$ cat src/rtl/storm_pkg.sv
package storm_pkg;
  typedef enum logic [1:0] {
    CLS_UNI = 2'b00,
    CLS_BC  = 2'b01,
    CLS_MC  = 2'b10,
    CLS_OTH = 2'b11
  } frame_class_e;
endpackage

$ cat src/rtl/storm_prescaler.sv
module storm_prescaler #(
  parameter int PRESCALE_W = 16
) (
  input  logic                  clk,
  input  logic                  rst,
  input  logic [PRESCALE_W-1:0] prescale,
  output logic                  win_tick
);
  logic [PRESCALE_W-1:0] cnt;
  logic [PRESCALE_W-1:0] last;

  // a zero prescale behaves as one: every cycle is a boundary
  always_comb begin
    last     = (prescale == '0) ? '0 : prescale - PRESCALE_W'(1);
    win_tick = (cnt >= last);
  end

  always_ff @(posedge clk) begin
    if (rst)           cnt <= '0;
    else if (win_tick) cnt <= '0;
    else               cnt <= cnt + PRESCALE_W'(1);
  end
endmodule

$ cat src/rtl/storm_limit_regs.sv
module storm_limit_regs #(
  parameter int NUM_PORTS = 4,
  parameter int LIMIT_W   = 8,
  parameter int PORT_W    = 2
) (
  input  logic               clk,
  input  logic               rst,
  input  logic               wr_en,
  input  logic [PORT_W-1:0]  wr_port,
  input  logic [LIMIT_W-1:0] wr_bc,
  input  logic [LIMIT_W-1:0] wr_mc,
  input  logic [PORT_W-1:0]  rd_port,
  output logic [LIMIT_W-1:0] rd_bc,
  output logic [LIMIT_W-1:0] rd_mc
);
  localparam logic [PORT_W:0] PORT_CNT = (PORT_W+1)'(NUM_PORTS);

  logic [LIMIT_W-1:0] bc_mem [NUM_PORTS];
  logic [LIMIT_W-1:0] mc_mem [NUM_PORTS];
  logic               wr_ok, rd_ok;

  assign wr_ok = ({1'b0, wr_port} < PORT_CNT);
  assign rd_ok = ({1'b0, rd_port} < PORT_CNT);

  always_ff @(posedge clk) begin
    if (rst) begin
      for (int i = 0; i < NUM_PORTS; i++) begin
        bc_mem[i] <= '0;
        mc_mem[i] <= '0;
      end
    end else if (wr_en && wr_ok) begin
      bc_mem[wr_port] <= wr_bc;
      mc_mem[wr_port] <= wr_mc;
    end
  end

  // an out-of-range port reads as zero budget, i.e. unlimited
  assign rd_bc = rd_ok ? bc_mem[rd_port] : '0;
  assign rd_mc = rd_ok ? mc_mem[rd_port] : '0;
endmodule

$ cat src/rtl/storm_class_counter.sv
module storm_class_counter #(
  parameter int NUM_PORTS = 4,
  parameter int LIMIT_W   = 8,
  parameter int PORT_W    = 2
) (
  input  logic               clk,
  input  logic               rst,
  input  logic               win_tick,
  input  logic               enable,
  input  logic               hit,
  input  logic [PORT_W-1:0]  port,
  input  logic [LIMIT_W-1:0] limit,
  output logic               drop
);
  logic [LIMIT_W-1:0] cnt [NUM_PORTS];
  logic [LIMIT_W-1:0] cur;
  logic               limited;
  logic               under;

  always_comb begin
    cur     = win_tick ? '0 : cnt[port];
    limited = enable && (limit != '0);
    under   = (cur < limit);
    drop    = hit && limited && !under;
  end

  always_ff @(posedge clk) begin
    if (rst) begin
      for (int i = 0; i < NUM_PORTS; i++) cnt[i] <= '0;
    end else begin
      for (int i = 0; i < NUM_PORTS; i++) begin
        if (win_tick) cnt[i] <= '0;
        if (hit && limited && under && (port == PORT_W'(i)))
          cnt[i] <= cur + LIMIT_W'(1);
      end
    end
  end
endmodule

$ cat src/rtl/storm_limiter.sv
module storm_limiter
  import storm_pkg::*;
#(
  parameter int NUM_PORTS  = 4,
  parameter int LIMIT_W    = 8,
  parameter int PRESCALE_W = 16,
  localparam int PORT_W    = (NUM_PORTS > 1) ? $clog2(NUM_PORTS) : 1
) (
  input  logic                  clk,
  input  logic                  rst,
  input  logic                  cfg_enable,
  input  logic [PRESCALE_W-1:0] cfg_prescale,
  input  logic                  cfg_wr_en,
  input  logic [PORT_W-1:0]     cfg_wr_port,
  input  logic [LIMIT_W-1:0]    cfg_wr_bc_limit,
  input  logic [LIMIT_W-1:0]    cfg_wr_mc_limit,
  input  logic                  frm_valid,
  input  logic [PORT_W-1:0]     frm_port,
  input  logic [1:0]            frm_class,
  output logic                  dec_valid,
  output logic                  dec_admit,
  output logic [NUM_PORTS-1:0]  drop_bc_pulse,
  output logic [NUM_PORTS-1:0]  drop_mc_pulse
);
  localparam int NUM_CLS = 2;   // index 0 broadcast, 1 multicast

  logic               win_tick;
  logic [LIMIT_W-1:0] lim_bc, lim_mc;
  logic [LIMIT_W-1:0] cls_limit [NUM_CLS];
  logic [NUM_CLS-1:0] cls_hit, cls_drop;
  logic [NUM_PORTS-1:0] port_bit;

  storm_prescaler #(.PRESCALE_W(PRESCALE_W)) u_pre (
    .clk      (clk),
    .rst      (rst),
    .prescale (cfg_prescale),
    .win_tick (win_tick)
  );

  storm_limit_regs #(.NUM_PORTS(NUM_PORTS), .LIMIT_W(LIMIT_W), .PORT_W(PORT_W)) u_lim (
    .clk     (clk),
    .rst     (rst),
    .wr_en   (cfg_wr_en),
    .wr_port (cfg_wr_port),
    .wr_bc   (cfg_wr_bc_limit),
    .wr_mc   (cfg_wr_mc_limit),
    .rd_port (frm_port),
    .rd_bc   (lim_bc),
    .rd_mc   (lim_mc)
  );

  assign cls_limit[0] = lim_bc;
  assign cls_limit[1] = lim_mc;
  assign cls_hit[0]   = frm_valid && (frm_class == CLS_BC);
  assign cls_hit[1]   = frm_valid && (frm_class == CLS_MC);

  for (genvar g = 0; g < NUM_CLS; g++) begin : g_cls
    storm_class_counter #(.NUM_PORTS(NUM_PORTS), .LIMIT_W(LIMIT_W), .PORT_W(PORT_W)) u_cnt (
      .clk      (clk),
      .rst      (rst),
      .win_tick (win_tick),
      .enable   (cfg_enable),
      .hit      (cls_hit[g]),
      .port     (frm_port),
      .limit    (cls_limit[g]),
      .drop     (cls_drop[g])
    );
  end

  assign port_bit = NUM_PORTS'(1) << frm_port;

  always_ff @(posedge clk) begin
    if (rst) begin
      dec_valid     <= 1'b0;
      dec_admit     <= 1'b0;
      drop_bc_pulse <= '0;
      drop_mc_pulse <= '0;
    end else begin
      dec_valid     <= frm_valid;
      dec_admit     <= frm_valid && !(|cls_drop);
      drop_bc_pulse <= cls_drop[0] ? port_bit : '0;
      drop_mc_pulse <= cls_drop[1] ? port_bit : '0;
    end
  end
endmodule

$ cat config.mk
export PLATFORM = sky130hd
export DESIGN_NAME = storm_limiter
export DESIGN_NICKNAME = d
export VERILOG_FILES = /design/src/rtl/storm_pkg.sv /design/src/rtl/storm_prescaler.sv /design/src/rtl/storm_limit_regs.sv /design/src/rtl/storm_class_counter.sv /design/src/rtl/storm_limiter.sv
export SDC_FILE = /design/constraint.sdc
export NUM_CORES = 1
export LEC_CHECK = 0
export BUFFER_PORTS_ARGS = -buffer_cell sky130_fd_sc_hd__buf_2
export CAP_MARGIN = 20
export CORE_MARGIN = 4
export CORE_UTILIZATION = 40
export CTS_BUF_LIST = sky130_fd_sc_hd__clkbuf_4 sky130_fd_sc_hd__clkbuf_8 sky130_fd_sc_hd__clkbuf_16
export DETAILED_ROUTE_END_ITERATION = 7
export GPL_ROUTABILITY_DRIVEN = 0
export SYNTH_ARGS = -nofsm -noshare
export SYNTH_HDL_FRONTEND = slang
export SYNTH_SLANG_ARGS = --single-unit
$ cat constraint.sdc
create_clock -name clk -period 15 [get_ports clk]
set_input_delay 3.75 -clock clk [delete_from_list [all_inputs] [get_ports clk]]
set_output_delay 3.75 -clock clk [all_outputs]
set_load 0.005 [all_outputs]
==> flow_results.xml, run 1 <==
<?xml version="1.0" encoding="UTF-8"?>
<metrics>
  <group name="status">
    <metric name="outcome" unit="">finished, final reports clean</metric>
  </group>
  <group name="global_route">
    <metric name="via_count_of_the_first_global_routing_pass" unit="">5475</metric>
    <metric name="grt_first_pass_wirelength" unit="mm">29.6</metric>
    <metric name="grtUsageMet2" unit="%">27.5</metric>
    <metric name="grt_start_max_net_pins" unit="">43</metric>
    <metric name="groute.layer.met1.usage" unit="%">23.4</metric>
    <metric name="busiest_layer" unit="">met2</metric>
    <metric name="antenna_violations_before_repair" unit="">0</metric>
    <metric name="grt_remaining_overflow" unit="">0</metric>
    <metric name="grtUsageMet3" unit="%">3.73</metric>
    <metric name="groute.usage.overall" unit="%">17.2</metric>
  </group>
  <group name="logic_synthesis">
    <metric name="synth-edff-count" unit="">128</metric>
    <metric name="synthMostInstantiatedCell" unit="">edfxtp_1</metric>
    <metric name="synth.largest_area_cell" unit="">edfxtp_1</metric>
    <metric name="synth_top_cell_area_share" unit="%">47.2</metric>
    <metric name="yosys-top-cells-count" unit="">edfxtp_1 (128), and2_1 (68), nor2_1 (68), nand2_1 (40), ha_1 (35)</metric>
    <metric name="yosys_warnings" unit="">0</metric>
    <metric name="seq_area_frac_synth" unit="%">53.5</metric>
    <metric name="syn_nets" unit="">747</metric>
    <metric name="synth.avg_cell_area" unit="sq um">12.2</metric>
    <metric name="synth-async-reset-ratio" unit="%">0</metric>
    <metric name="syn-cell-area" unit="sq um">8150</metric>
    <metric name="synth_cell_type_count" unit="">52</metric>
    <metric name="synthesis.instances" unit="">669</metric>
    <metric name="synth_flop_cell" unit="">edfxtp_1</metric>
    <metric name="biggest_area_contributors_in_the_synthesized_netlist" unit="">edfxtp_1 (47%), mux4_2 (8.8%), dfxtp_1 (6.4%)</metric>
    <metric name="flops_latches_synth" unit="">154</metric>
  </group>
  <group name="critical_path">
    <metric name="ff2ff_path_depth" unit="">13</metric>
    <metric name="critPathKind" unit="">in2reg</metric>
    <metric name="critPathCapture" unit="">g_cls[1].u_cnt.cnt[2][7]</metric>
    <metric name="worst-path-max-fanout" unit="">42</metric>
    <metric name="reg2reg_slack" unit="ns">9.88</metric>
    <metric name="critPathLaunchType" unit="">primary input</metric>
    <metric name="cp_data_arrival_time" unit="ns">9.92</metric>
    <metric name="worstSetupEndpointType" unit="">flop</metric>
    <metric name="worst_r2r_startpoint" unit="">u_pre.cnt[2]</metric>
    <metric name="rr_endpoint" unit="">g_cls[1].u_cnt.cnt[2][7]</metric>
    <metric name="worst_setup_path_startpoint" unit="">cfg_prescale[3]</metric>
    <metric name="cp_data_required_time" unit="ns">15.18</metric>
  </group>
  <group name="cts">
    <metric name="cts-buffers-inserted" unit="">17</metric>
    <metric name="tritoncts_clock_tree" unit="">built</metric>
    <metric name="hold_buffers" unit="">0</metric>
    <metric name="post_cts_resized" unit="">0</metric>
    <metric name="tritoncts_num_sinks" unit="">154</metric>
    <metric name="cts_max_level" unit="">4</metric>
    <metric name="cts.path.max_buffers" unit="">2</metric>
    <metric name="clkLatencyLatePin" unit="ns">0.43</metric>
    <metric name="clockRootBuffer" unit="">clkbuf_16</metric>
    <metric name="post_cts_buffers" unit="">0</metric>
    <metric name="worst_setup_hold_path_clk_slew" unit="ns">0.07</metric>
  </group>
  <group name="die">
    <metric name="vertical_die_dimension" unit="um">151</metric>
    <metric name="die_area" unit="sq um">22700</metric>
    <metric name="floorplan.die.width" unit="um">151</metric>
    <metric name="core-area" unit="sq um">19800</metric>
    <metric name="io_pins" unit="">53</metric>
    <metric name="placementRows" unit="">51</metric>
    <metric name="initial_utilization" unit="%">41.2</metric>
  </group>
  <group name="layout">
    <metric name="net_count_of_the_finished_layout" unit="">799</metric>
    <metric name="final_layout_fill_cell_count" unit="">1821</metric>
    <metric name="area_growth_syn_to_layout" unit="%">13.3</metric>
    <metric name="antenna_cells" unit="">0</metric>
    <metric name="drive_above_1_share" unit="%">20.3</metric>
  </group>
  <group name="job">
    <metric name="maxCapViolations" unit="">0</metric>
  </group>
  <group name="timing">
    <metric name="setup-violations-final" unit="">0</metric>
    <metric name="slew_violations" unit="">0</metric>
    <metric name="grt_setup_unrepaired" unit="">no</metric>
    <metric name="timing.fmax" unit="MHz">103</metric>
    <metric name="sum_of_negative_setup_slack" unit="ns">0</metric>
    <metric name="layout_min_cycle_time" unit="ns">9.74</metric>
    <metric name="holdWs" unit="ns">0.466</metric>
    <metric name="final_hold_viol_count" unit="">0</metric>
    <metric name="finalClockSkew" unit="ns">0.0127</metric>
    <metric name="post-route-period-util" unit="%">65.0</metric>
    <metric name="worst_slew_margin_rel" unit="%">35.1</metric>
    <metric name="tightestPinTransition" unit="ns">0.964</metric>
  </group>
  <group name="power">
    <metric name="fin_total_pwr" unit="uW">1030</metric>
    <metric name="irDropWorstVdd" unit="uV">81.0</metric>
    <metric name="power_per_cell_area" unit="nW/um^2">112</metric>
    <metric name="p_leak" unit="uW">0.00349</metric>
  </group>
  <group name="hold_path">
    <metric name="min_path_type" unit="">reg2reg</metric>
  </group>
  <group name="drt">
    <metric name="drt.antenna.violating_nets" unit="">0</metric>
    <metric name="routed_wire_length_per_instance" unit="um">18.5</metric>
    <metric name="drc" unit="">0</metric>
    <metric name="routed-via-count" unit="">5361</metric>
    <metric name="first_iter_violations" unit="">418</metric>
    <metric name="viasPerCell" unit="">5.37</metric>
    <metric name="drt_wl_total" unit="mm">18.5</metric>
    <metric name="first_drt_pass_iteration_count" unit="">5</metric>
  </group>
  <group name="place">
    <metric name="buffer_ports.inserted" unit="">52</metric>
    <metric name="dp_hpwl" unit="mm">13.2</metric>
  </group>
</metrics>
area by class of cell:
type	instances	area, sq um	area share, %
clock buffer	18	433	4.69
clock inverter	14	156	1.69
inverter	25	93.8	1.02
multi-input combinational	461	3530	38.2
sequential	154	4360	47.3
tap	265	332	3.59
timing repair buffer	62	328	3.55
layer usage:
layer	share of wire (%)	vias to the layer above
met2	48	143
met4	2.0	0
met3	4.8	28
li1	-	2548
met1	46	2642
met5	0	-
worst min path at each step:
stage	startpoint	end	cells after the start
6_report	u_pre.cnt[0]	u_pre.cnt[0]	1
4_1_cts	u_pre.cnt[0]	u_pre.cnt[0]	1
3_5_place_dp	u_pre.cnt[0]	u_pre.cnt[0]	1
5_1_grt	u_pre.cnt[0]	u_pre.cnt[0]	1
3_3_place_gp	u_pre.cnt[0]	u_pre.cnt[0]	1
2_1_floorplan	u_pre.cnt[0]	u_pre.cnt[0]	1
flip-flops by register name (all words and copies together), names as in the netlist:
name             count
dec_admit            1
dec_valid            1
drop_bc_pulse        4
drop_mc_pulse        4
g_cls.u_cnt.cnt     64
u_lim.bc_mem        32
u_lim.mc_mem        32
u_pre.cnt           16
placed cells by master, fill, tap and decap left out, types with 3 or more instances in the layout:
cell and n:
and3_1 3, nand2b_1 5, o21ai_0 10, and4_1 3, and2_1 68, nor2_1 68, xor2_1 20, or3_1 3
a211oi_1 4, nor4_1 10, nor3_1 34, inv_6 4, inv_1 25, clkinvlp_4 3, buf_2 54, clkbuf_16 17
o2111ai_1 5, nand4b_1 3, mux4_2 32, or2_1 3, a21oi_1 4, nand3_1 10, nor2b_1 28, a21o_1 6
edfxtp_1 128, ha_1 35, buf_4 6, nand4_1 13, dfxtp_1 26, nand2_1 40, xnor2_1 19, or2_2 9
worst max-delay path, stage by stage:
cell and delay [ns]:
buf_2 0.12, or3_1 0.38, nor3_1 0.38, nand4_1 0.55, nand2b_1 0.26, ha_1 0.27
nor2b_1 0.14, o211a_1 0.21, o311ai_2 0.36, nand3_2 0.70, nor2b_1 0.39, ha_1 0.21
o21ai_0 0.10, a211oi_1 0.42, nand2_1 0.24, o21ai_2 0.68, o21ai_0 0.46, clkbuf_2 0.28
cells by family (layout without fill, tap and decap cells):
logic type	Yosys count	after routing	share of synthesized area, %
AND/OR/NAND/NOR	309	309	20.2
flip-flops	154	154	53.5
buffers and inverters	54	119	3.16
AO/OA/AOI/OAI	46	46	4.70
XOR/XNOR	39	39	4.19
adder cells (fa/ha/maj)	35	35	5.37
multiplexers	32	32	8.84
power breakdown:
group | switching (uW) | internal [uW]
sequential | 6.22 | 484
clock | 185 | 237
combinational | 72.6 | 46.8
total | 264 | 767
per-stage QoR:
step / instance area [sq um] / instances / util, % / worst slack [ns]
6_report: 9240 / 999 / 46.7 / 5.26
3_3_place_gp: 8620 / 962 / 43.6 / 5.10
2_1_floorplan: 8150 / 669 / - / 5.95
4_1_cts: 9210 / 995 / 46.6 / 5.16
5_1_grt: 9240 / 999 / 46.7 / 4.54
3_5_place_dp: 8620 / 963 / 43.6 / 4.73
Power figures use the tool's default switching activity.
==> run 2, diff against run 1 <==
--- a/config.mk
+++ b/config.mk
@@ -5,6 +5,7 @@
 export SDC_FILE = /design/constraint.sdc
 export NUM_CORES = 1
 export LEC_CHECK = 0
+export ABC_AREA = 1
 export BUFFER_PORTS_ARGS = -buffer_cell sky130_fd_sc_hd__buf_2
 export CAP_MARGIN = 20
 export CORE_MARGIN = 4
==> constraint.sdc (replaced) <==
create_clock -name clk -period 8.78 [get_ports clk]
set_input_delay 2.195 -clock clk [delete_from_list [all_inputs] [get_ports clk]]
set_output_delay 2.195 -clock clk [all_outputs]
set_load 0.005 [all_outputs]
==> run 2 against run 1 <==
- synthesized cell count increased by 24%
- critical path type unchanged
- non-clock buffer count decreased by 8
- utilization decreased by 0.46 points
- clock-buffer cell count decreased by 1
- clock skew about the same
- via count increased by 8.9%
==> flow_results.xml, run 2 <==
<?xml version="1.0" encoding="UTF-8"?>
<metrics>
  <group name="timing">
    <metric name="worst_slew_margin_rel" unit="%">37.6</metric>
    <metric name="layout_min_cycle_time" unit="ns">6.81</metric>
    <metric name="slew_violations" unit="">0</metric>
    <metric name="post-route-period-util" unit="%">77.6</metric>
    <metric name="final_hold_viol_count" unit="">0</metric>
    <metric name="sum_of_negative_setup_slack" unit="ns">0</metric>
    <metric name="tightestPinTransition" unit="ns">0.930</metric>
    <metric name="grt_setup_unrepaired" unit="">no</metric>
    <metric name="timing.fmax" unit="MHz">147</metric>
    <metric name="finalClockSkew" unit="ns">0.0124</metric>
    <metric name="setup-violations-final" unit="">0</metric>
  </group>
  <group name="power">
    <metric name="power_per_cell_area" unit="nW/um^2">195</metric>
    <metric name="irDropWorstVdd" unit="uV">125</metric>
    <metric name="p_leak" unit="uW">0.00384</metric>
  </group>
  <group name="job">
    <metric name="maxCapViolations" unit="">0</metric>
  </group>
  <group name="critical_path">
    <metric name="worst_r2r_startpoint" unit="">u_pre.cnt[7]</metric>
    <metric name="worst-path-max-fanout" unit="">14</metric>
    <metric name="cp_data_arrival_time" unit="ns">6.90</metric>
    <metric name="critPathLaunchType" unit="">primary input</metric>
    <metric name="rr_endpoint" unit="">g_cls[1].u_cnt.cnt[2][6]</metric>
    <metric name="ff2ff_path_depth" unit="">18</metric>
    <metric name="reg2reg_slack" unit="ns">4.70</metric>
    <metric name="cp_data_required_time" unit="ns">8.87</metric>
    <metric name="worstSetupEndpointType" unit="">flop</metric>
    <metric name="critPathKind" unit="">in2reg</metric>
  </group>
  <group name="drt">
    <metric name="met3_length" unit="mm">1.09</metric>
    <metric name="routed-via-count" unit="">5836</metric>
    <metric name="drt.antenna.violating_nets" unit="">0</metric>
    <metric name="first_drt_pass_iteration_count" unit="">6</metric>
    <metric name="routed_wire_length_per_instance" unit="um">15.8</metric>
    <metric name="topRoutingLayerUsed" unit="">met4</metric>
    <metric name="viasPerCell" unit="">5.01</metric>
    <metric name="drt_wl_total" unit="mm">18.4</metric>
    <metric name="m1WireLength" unit="mm">8.19</metric>
    <metric name="first_iter_violations" unit="">354</metric>
    <metric name="drc" unit="">0</metric>
    <metric name="met2_wirelength" unit="mm">8.51</metric>
  </group>
  <group name="place">
    <metric name="buffer_ports.inserted" unit="">52</metric>
    <metric name="dp_hpwl" unit="mm">12.8</metric>
    <metric name="detailed_place.area" unit="sq um">8440</metric>
  </group>
  <group name="layout">
    <metric name="mostFrequentLayoutCells" unit="">nor2_1 (195), nand2_1 (172), edfxtp_1 (128), inv_1 (79), buf_2 (52)</metric>
    <metric name="largest_reg_flops" unit="">64</metric>
    <metric name="postLayoutCellArea" unit="sq um">9030</metric>
    <metric name="area_growth_syn_to_layout" unit="%">13.4</metric>
    <metric name="layout_commonest_cell" unit="">nor2_1</metric>
    <metric name="antenna_cells" unit="">0</metric>
    <metric name="net_count_of_the_finished_layout" unit="">964</metric>
    <metric name="register_with_the_highest_flop_count" unit="">g_cls.u_cnt.cnt</metric>
    <metric name="reg.largest.list" unit="">g_cls.u_cnt.cnt x64, u_lim.bc_mem x32, u_lim.mc_mem x32</metric>
    <metric name="drive_above_1_share" unit="%">14.3</metric>
    <metric name="final_layout_fill_cell_count" unit="">1915</metric>
  </group>
  <group name="logic_synthesis">
    <metric name="synth.largest_area_cell" unit="">edfxtp_1</metric>
    <metric name="yosys_warnings" unit="">0</metric>
    <metric name="syn-cell-area" unit="sq um">7960</metric>
    <metric name="flops_latches_synth" unit="">154</metric>
    <metric name="seq_area_frac_synth" unit="%">54.8</metric>
    <metric name="synthesis.instances" unit="">831</metric>
    <metric name="synth_top_cell_area_share" unit="%">48.3</metric>
    <metric name="yosys-top-cells-count" unit="">nor2_1 (196), nand2_1 (172), edfxtp_1 (128), inv_1 (79), ha_1 (35)</metric>
    <metric name="synth_cell_type_count" unit="">51</metric>
    <metric name="synth_flop_cell" unit="">edfxtp_1</metric>
    <metric name="synth.avg_cell_area" unit="sq um">9.58</metric>
    <metric name="biggest_area_contributors_in_the_synthesized_netlist" unit="">edfxtp_1 (48%), nor2_1 (9.2%), nand2_1 (8.1%)</metric>
    <metric name="synthMostInstantiatedCell" unit="">nor2_1</metric>
    <metric name="synth-async-reset-ratio" unit="%">0</metric>
    <metric name="synth-edff-count" unit="">128</metric>
    <metric name="syn_nets" unit="">909</metric>
  </group>
  <group name="global_route">
    <metric name="grt_remaining_overflow" unit="">0</metric>
    <metric name="antenna_violations_before_repair" unit="">0</metric>
    <metric name="groute.usage.overall" unit="%">17.2</metric>
    <metric name="grt_first_pass_wirelength" unit="mm">29.6</metric>
    <metric name="grt_start_max_net_pins" unit="">29</metric>
    <metric name="via_count_of_the_first_global_routing_pass" unit="">5810</metric>
  </group>
  <group name="hold_path">
    <metric name="min_delay_path_depth" unit="">1</metric>
    <metric name="min_path_type" unit="">reg2reg</metric>
    <metric name="hold_path.startpoint" unit="">u_pre.cnt[0]</metric>
    <metric name="holdPathEnd" unit="">u_pre.cnt[0]</metric>
  </group>
  <group name="cts">
    <metric name="post_cts_buffers" unit="">0</metric>
    <metric name="clkLatencyLatePin" unit="ns">0.43</metric>
    <metric name="cts_max_level" unit="">4</metric>
    <metric name="cts.path.max_buffers" unit="">2</metric>
    <metric name="tritoncts_clock_tree" unit="">built</metric>
    <metric name="clockRootBuffer" unit="">clkbuf_16</metric>
    <metric name="cts-buffers-inserted" unit="">17</metric>
    <metric name="tritoncts_num_sinks" unit="">154</metric>
    <metric name="post_cts_resized" unit="">0</metric>
    <metric name="worst_setup_hold_path_clk_slew" unit="ns">0.06</metric>
    <metric name="hold_buffers" unit="">0</metric>
  </group>
  <group name="die">
    <metric name="floorplan.die.width" unit="um">149</metric>
    <metric name="placementRows" unit="">51</metric>
    <metric name="vertical_die_dimension" unit="um">149</metric>
    <metric name="io_pins" unit="">53</metric>
    <metric name="core-area" unit="sq um">19500</metric>
    <metric name="initial_utilization" unit="%">40.8</metric>
    <metric name="die_area" unit="sq um">22200</metric>
  </group>
  <group name="status">
    <metric name="outcome" unit="">finished, final reports clean</metric>
  </group>
</metrics>
[run 2: cell types whose count changed after synthesis, sizes merged, moves of 9 or more]
cell / change
xnor2: -12
mux4: -32
and2: -68
clkbuf: -12
inv: +56
a221oi: +9
nand2: +137
nor2: +134
o21ai: -12
a21oi: +25
nor3: -30
a22oi: +13
nor2b: -28
nand3: +14
[run 2: layout make-up]
cell class	instances	area, sq um	area share (%)
Tap cell	265	332	3.67
Sequential cell	154	4360	48.4
Clock inverter	15	163	1.80
Multi-Input combinational cell	577	3160	35.0
Timing Repair Buffer	54	275	3.05
Clock buffer	17	425	4.71
Inverter	82	310	3.44
[run 2: worst max-delay path, cell delays in order]
cell      delay, ns
buf_2          0.12
nor2_1         0.12
nand3_1        0.13
nor3_1         0.26
nand2_1        0.08
inv_1          0.09
nand2_1        0.09
nor4_1         0.23
xor2_1         0.18
nand2_1        0.07
ha_1           0.32
nand4_1        0.11
a21oi_1        0.17
nor2_2         0.08
nand2_2        0.28
inv_1          0.13
nand2_1        0.17
inv_1          0.08
ha_1           0.31
a21oi_1        0.15
nor2_1         0.05
a211oi_1       0.73
nand4_2        0.35
nand2_1        0.38
[run 2: logic make-up after synthesis]
group / after synthesis / share of synthesized area (%)
AO/OA/AOI/OAI: 80 / 7.70
buffers and inverters: 100 / 5.52
XOR/XNOR: 24 / 2.74
adder cells (fa/ha/maj): 35 / 5.50
flip-flops: 154 / 54.8
AND/OR/NAND/NOR: 438 / 23.7
[run 2: stage by stage]
stage          hold WS [ns]  util [%]  setup WS [ns]  total power, uW  cells
2_1_floorplan         0.430         -           2.40              984    831
3_3_place_gp          0.449      43.2           1.64             1040   1132
3_5_place_dp          0.456      43.2           1.53             1040   1132
4_1_cts               0.471      46.2           1.98             1770   1164
5_1_grt               0.510      46.2           1.32             1830   1164
6_report              0.467      46.2           1.97             1760   1164
[run 2: layer usage]
layer  vias up  track usage [%]
met5         -                0
met4         0             7.64
met3        40             3.19
met2       185             28.0
met1      2695             22.6
li1       2916                -
[run 2: worst max-delay path by stage]
stage	from	endpoint	slack, ns	cells after the start
after floorplan	cfg_prescale[1]	g_cls[1].u_cnt.cnt[0][0]	2.40	24
after global placement	cfg_prescale[2]	g_cls[1].u_cnt.cnt[3][1]	1.64	24
after detailed placement	cfg_prescale[2]	g_cls[1].u_cnt.cnt[3][0]	1.53	24
after CTS	cfg_prescale[2]	g_cls[1].u_cnt.cnt[3][7]	1.98	24
after global routing	cfg_prescale[2]	g_cls[1].u_cnt.cnt[3][0]	1.32	24
final	cfg_prescale[2]	g_cls[1].u_cnt.cnt[2][6]	1.97	24
[run 2: where the power goes]
group	leakage, uW	internal (uW)	total [uW]	switching, uW
Sequential	0.00149	827	838	11.2
Clock	0.000281	423	733	310
Combinational	0.00207	57.5	190	132
Total	0.00384	1310	1760	453
